--- src/rtl/chained_timer32.sv ---
module chained_timer32 #(
  parameter int CW   = 16,
  parameter int WIDE = 0
) (
  input  logic            clk,
  input  logic            rst_n,
  input  logic            slow_tick,
  input  logic            wr_en,
  input  logic [2:0]      wr_addr,
  input  logic [7:0]      wr_data,
  output logic [2*CW-1:0] cnt0,
  output logic [CW-1:0]   cnt1,
  output logic [CW-1:0]   cnt2,
  output logic            tioa0,
  output logic [2*CW-1:0] count_all
);
  localparam int C0W = (WIDE != 0) ? 2*CW : CW;
  localparam logic [C0W-1:0] HALF_M1 = {1'b0, {(C0W-1){1'b1}}};

  logic [6:0]     pre;
  logic [2:0]     sel0, sel1, sel2;
  logic [2:0]     en;
  logic           chain;
  logic [C0W-1:0] c0;
  logic [CW-1:0]  c1, c2;
  logic           wave, wave_q;

  wire sync_w  = wr_en && wr_addr == 3'd5 && wr_data[0];
  wire xc1     = chain && wave && !wave_q;

  function automatic logic pick(input logic [2:0] s, input logic [6:0] p,
                                input logic slow, input logic ext);
    case (s)
      3'd0:    pick = p[0];
      3'd1:    pick = &p[2:0];
      3'd2:    pick = &p[4:0];
      3'd3:    pick = &p;
      3'd4:    pick = slow;
      3'd5:    pick = ext;
      default: pick = 1'b0;
    endcase
  endfunction

  wire t0 = en[0] && pick(sel0, pre, slow_tick, 1'b0);
  wire t1 = en[1] && pick(sel1, pre, slow_tick, xc1) && (WIDE == 0);
  wire t2 = en[2] && pick(sel2, pre, slow_tick, 1'b0);

  always_ff @(posedge clk or negedge rst_n) begin
    if (!rst_n) begin
      pre   <= '0;
      sel0  <= '0;
      sel1  <= '0;
      sel2  <= '0;
      en    <= '0;
      chain <= 1'b0;
    end else begin
      pre <= pre + 7'd1;
      if (wr_en) begin
        case (wr_addr)
          3'd0: sel0  <= wr_data[2:0];
          3'd1: sel1  <= wr_data[2:0];
          3'd2: sel2  <= wr_data[2:0];
          3'd3: en    <= wr_data[2:0];
          3'd4: chain <= wr_data[0];
          default: ;
        endcase
      end
    end
  end

  always_ff @(posedge clk or negedge rst_n) begin
    if (!rst_n) begin
      c0     <= '0;
      wave   <= 1'b0;
      wave_q <= 1'b0;
    end else begin
      wave_q <= wave;
      if (sync_w) begin
        c0   <= '0;
        wave <= 1'b0;
      end else if (t0) begin
        c0 <= c0 + 1'b1;
        if (&c0)
          wave <= 1'b1;
        else if (c0 == HALF_M1)
          wave <= 1'b0;
      end
    end
  end

  always_ff @(posedge clk or negedge rst_n) begin
    if (!rst_n) begin
      c1 <= '0;
      c2 <= '0;
    end else if (sync_w) begin
      c1 <= '0;
      c2 <= '0;
    end else begin
      if (t1) c1 <= c1 + 1'b1;
      if (t2) c2 <= c2 + 1'b1;
    end
  end

  generate
    if (WIDE != 0) begin : g_wide
      assign cnt0      = c0;
      assign count_all = c0;
    end else begin : g_chain
      assign cnt0      = {{CW{1'b0}}, c0};
      assign count_all = {c1, c0};
    end
  endgenerate

  assign cnt1  = c1;
  assign cnt2  = c2;
  assign tioa0 = wave;
endmodule


--- config.mk ---
export PLATFORM = sky130hd
export DESIGN_NAME = chained_timer32
export DESIGN_NICKNAME = d
export VERILOG_FILES = /design/src/rtl/chained_timer32.sv
export SDC_FILE = /design/constraint.sdc
export NUM_CORES = 1
export LEC_CHECK = 0
export BUFFER_PORTS_ARGS = -buffer_cell sky130_fd_sc_hd__buf_2
export CORE_AREA = 2 2 91 93
export CTS_CLUSTER_DIAMETER = 60
export DETAILED_ROUTE_END_ITERATION = 8
export DIE_AREA = 0 0 93 95
export HOLD_SLACK_MARGIN = 0.15
export PLACE_DENSITY = 0.78
export SLEW_MARGIN = 30
export SYNTH_ARGS = -nofsm -noshare
export SYNTH_HDL_FRONTEND = slang
export SYNTH_SLANG_ARGS = --single-unit
export TNS_END_PERCENT = 5
--- constraint.sdc ---
create_clock -name clk -period 3.5 [get_ports clk]
set_clock_uncertainty 0.15 [all_clocks]
set_input_delay 0.175 -clock clk [delete_from_list [all_inputs] [get_ports clk]]
set_output_delay 0.175 -clock clk [all_outputs]
set_load 0.01 [all_outputs]
==> impl_metrics.env <==
export IMPL_die_w_um=93
export IMPL_first_global_vias=2948
export IMPL_cts_resized=0
export IMPL_area_growth_pct=15.4
export IMPL_cp_data_arrival_time_ps=3140
export IMPL_drtIter0Drc=209
export IMPL_placedCellCount=571
export IMPL_period_share_pct=86.1
export IMPL_powerDensity_nw_per_um2=494
export IMPL_setup_viol=0
export IMPL_most_common_layout_cells="90 x buf_2, 70 x dfrtp_1, 30 x nand2_1, 28 x o21ai_0, 26 x a21oi_1"
export IMPL_synth_area_leaders="dfrtp_1 44%, buf_4 9.2%, o21ai_0 3.6%"
export IMPL_vias_per_cell=5.53
export IMPL_ctsHoldBuffers=11
export IMPL_diodes=0
export IMPL_clockRootBuffer="clkbuf_8"
export IMPL_synth_top_area_share_pct=44.5
export IMPL_fill_cells=720
export IMPL_synth_top_cell_by_area="dfrtp_1"
export IMPL_num_io_pins=112
export IMPL_start_kind="flop"
export IMPL_drv_cap=0
export IMPL_reg2reg_depth=7
export IMPL_nets=509
export IMPL_routed_wl_um=8540
export IMPL_drive_above_1_share_pct=26.4
export IMPL_numCtsBuffers=9
export IMPL_track_usage_pct=20.1
export IMPL_cts_clk_slew_worst_paths_ps=80
export IMPL_top_layer_used="met4"
export IMPL_setup_tns_ps=0
export IMPL_start_util_pct=49.7
export IMPL_core_um2=7930
export IMPL_final_common_cell="buf_2"
export IMPL_post_cts_buffers=0
export IMPL_hold_path_class="in2async"
export IMPL_worstSkewPairLatency_ps=350
export IMPL_ys_seq_elements=70
export IMPL_yosysWarnings=0
export IMPL_met3_length_um=370
export IMPL_wl_met2_um=4250
export IMPL_cts_sinks=70
export IMPL_syn_inst=416
export IMPL_final_area_um2=4550
export IMPL_grt_max_degree=71
export IMPL_ir_worst_vdd_uv=209
export IMPL_first_pass_iters=5
export IMPL_hold_slack_ps=314
export IMPL_status="finished clean"
export IMPL_row_count=33
export IMPL_wl_per_cell_um=14.3
export IMPL_drc=0
export IMPL_ys_seq_area_share_pct=44.5
export IMPL_cts_tree="built"
export IMPL_worst_slew_pin_slew_ps=874
export IMPL_slew_violations=0
export IMPL_synth_edf_count=0
export IMPL_syn_area_per_cell_um2=9.47
export IMPL_critPathMaxFanout=13
export IMPL_fmax_ghz=0.332
export IMPL_period_needed_ps=3010
export IMPL_critPathKind="reg2reg"
export IMPL_antenna_found_initial=0
export IMPL_synth_cell_types=50
export IMPL_hpwl_um=5900
export IMPL_die_h_um=95
export IMPL_ys_async_sr_fraction_pct=100
export IMPL_finalHoldViolCount=0
export IMPL_cellLeakagePower_nw=2.17
export IMPL_end_kind="flop"
export IMPL_fin_cells=598
export IMPL_dieArea_um2=8840
export IMPL_required_ps=3630
export IMPL_rsz0062_at_grt="no"
export IMPL_m1WireLength_um=3790
export IMPL_grt_pass1_wl_um=14100
export IMPL_placed_area_um2=4200
export IMPL_gp_congestion=0.825
export IMPL_clockBufferDepth=2
export IMPL_slew_headroom_pct=41.7
export IMPL_vias=3304
export IMPL_htreeDepth=3
export IMPL_final_core_util_pct=57.3
export IMPL_numPortBuffers=90
export IMPL_overflow=0
export IMPL_final_antenna_net_count=0
export IMPL_netlist_area_um2=3940
export IMPL_ys_flop_type="dfrtp_1"
## area by class of cell
class | count | area [µm²] | area share [%]
Clock inverter | 6 | 92.6 | 2.04
Clock buffer | 10 | 138 | 3.03
Tap cell | 105 | 131 | 2.89
Sequential cell | 70 | 1750 | 38.5
Timing Repair Buffer | 104 | 587 | 12.9
Multi-Input combinational cell | 291 | 1800 | 39.6
Inverter | 12 | 45.0 | 0.991
## logic make-up (layout without fill, tap and decap cells)
kind of cell,count (synthesis),count (layout),synth area share [%]
DFF,70,70,44.5
other,1,16,0.0952
AOI/OAI and AO/OA,76,76,11.5
buffers and inverters,70,132,11.3
muxes,19,19,5.15
xor gates and xnor gates,13,13,2.89
adders and majority gates,6,6,1.91
and+or+nand+nor,161,161,22.7
## where the power goes
group          switching [W]  internal (W)  leakage, nW
clock network       0.000324      0.000425        0.110
logic               0.000256      0.000206         1.14
registers           0.000128      0.000905        0.921
## metal layers
metal	up-vias	global-route usage [%]
met5	-	0
met4	0	8.09
met3	13	3.35
met2	96	32.5
met1	1605	26.9
li1	1590	-
## flip-flops by register name (all words and copies together), names as in the netlist
register and cells:
cnt1 16, sel2 3, pre 7, sel1 3
wave_q 1, sel0 3, chain 1, tioa0 1
c0 16, en 3, cnt2 16
## worst paths after layout
| path | startpoint | to | slack (ps) |
|---|---|---|---|
| setup / recovery | pre[0] | cnt2[7] | 490 |
| hold reg to reg | tioa0 | wave_q | 330 |
| max in group asynchronous | rst_n | c0[9] | 2450 |
| hold / removal | rst_n | tioa0 | 310 |
| min in group clk | slow_tick | cnt2[2] | 320 |
| setup reg to reg | pre[0] | cnt2[7] | 490 |
## stage by stage
step	worst slack [ps]	power, W
after global routing	216	0.00238
after detailed placement	525	0.00150
after floorplan	807	0.00137
after global placement	592	0.00148
final	485	0.00224
after CTS	508	0.00226
## critical path, stage by stage (launching register included)
cell and delay, ps:
dfrtp_1 460, ha_1 270, ha_1 240, nor2_1 70, a221oi_1 530, nand4_1 550, or3_1 510, a21oi_1 150
## Yosys cell counts, types with 2 or more instances
cell type	number
nor3_1	5
and3_1	6
o211a_1	2
xor2_1	7
nor4bb_1	2
xnor2_1	6
nand3_1	25
inv_1	12
a21oi_1	26
nand4b_1	3
ha_1	6
o211ai_1	6
nor2b_1	2
o21ai_0	28
buf_4	48
dfrtp_1	70
nor4_1	3
and4_1	2
nand2_1	30
or3_1	17
or4_1	8
o31ai_1	4
clkbuf_1	9
mux2i_1	9
mux2_2	10
or3_2	4
nand2b_1	8
nand4_1	14
a2111o_1	2
nor2_1	22
No activity file was read; power rests on OpenSTA's default activity.
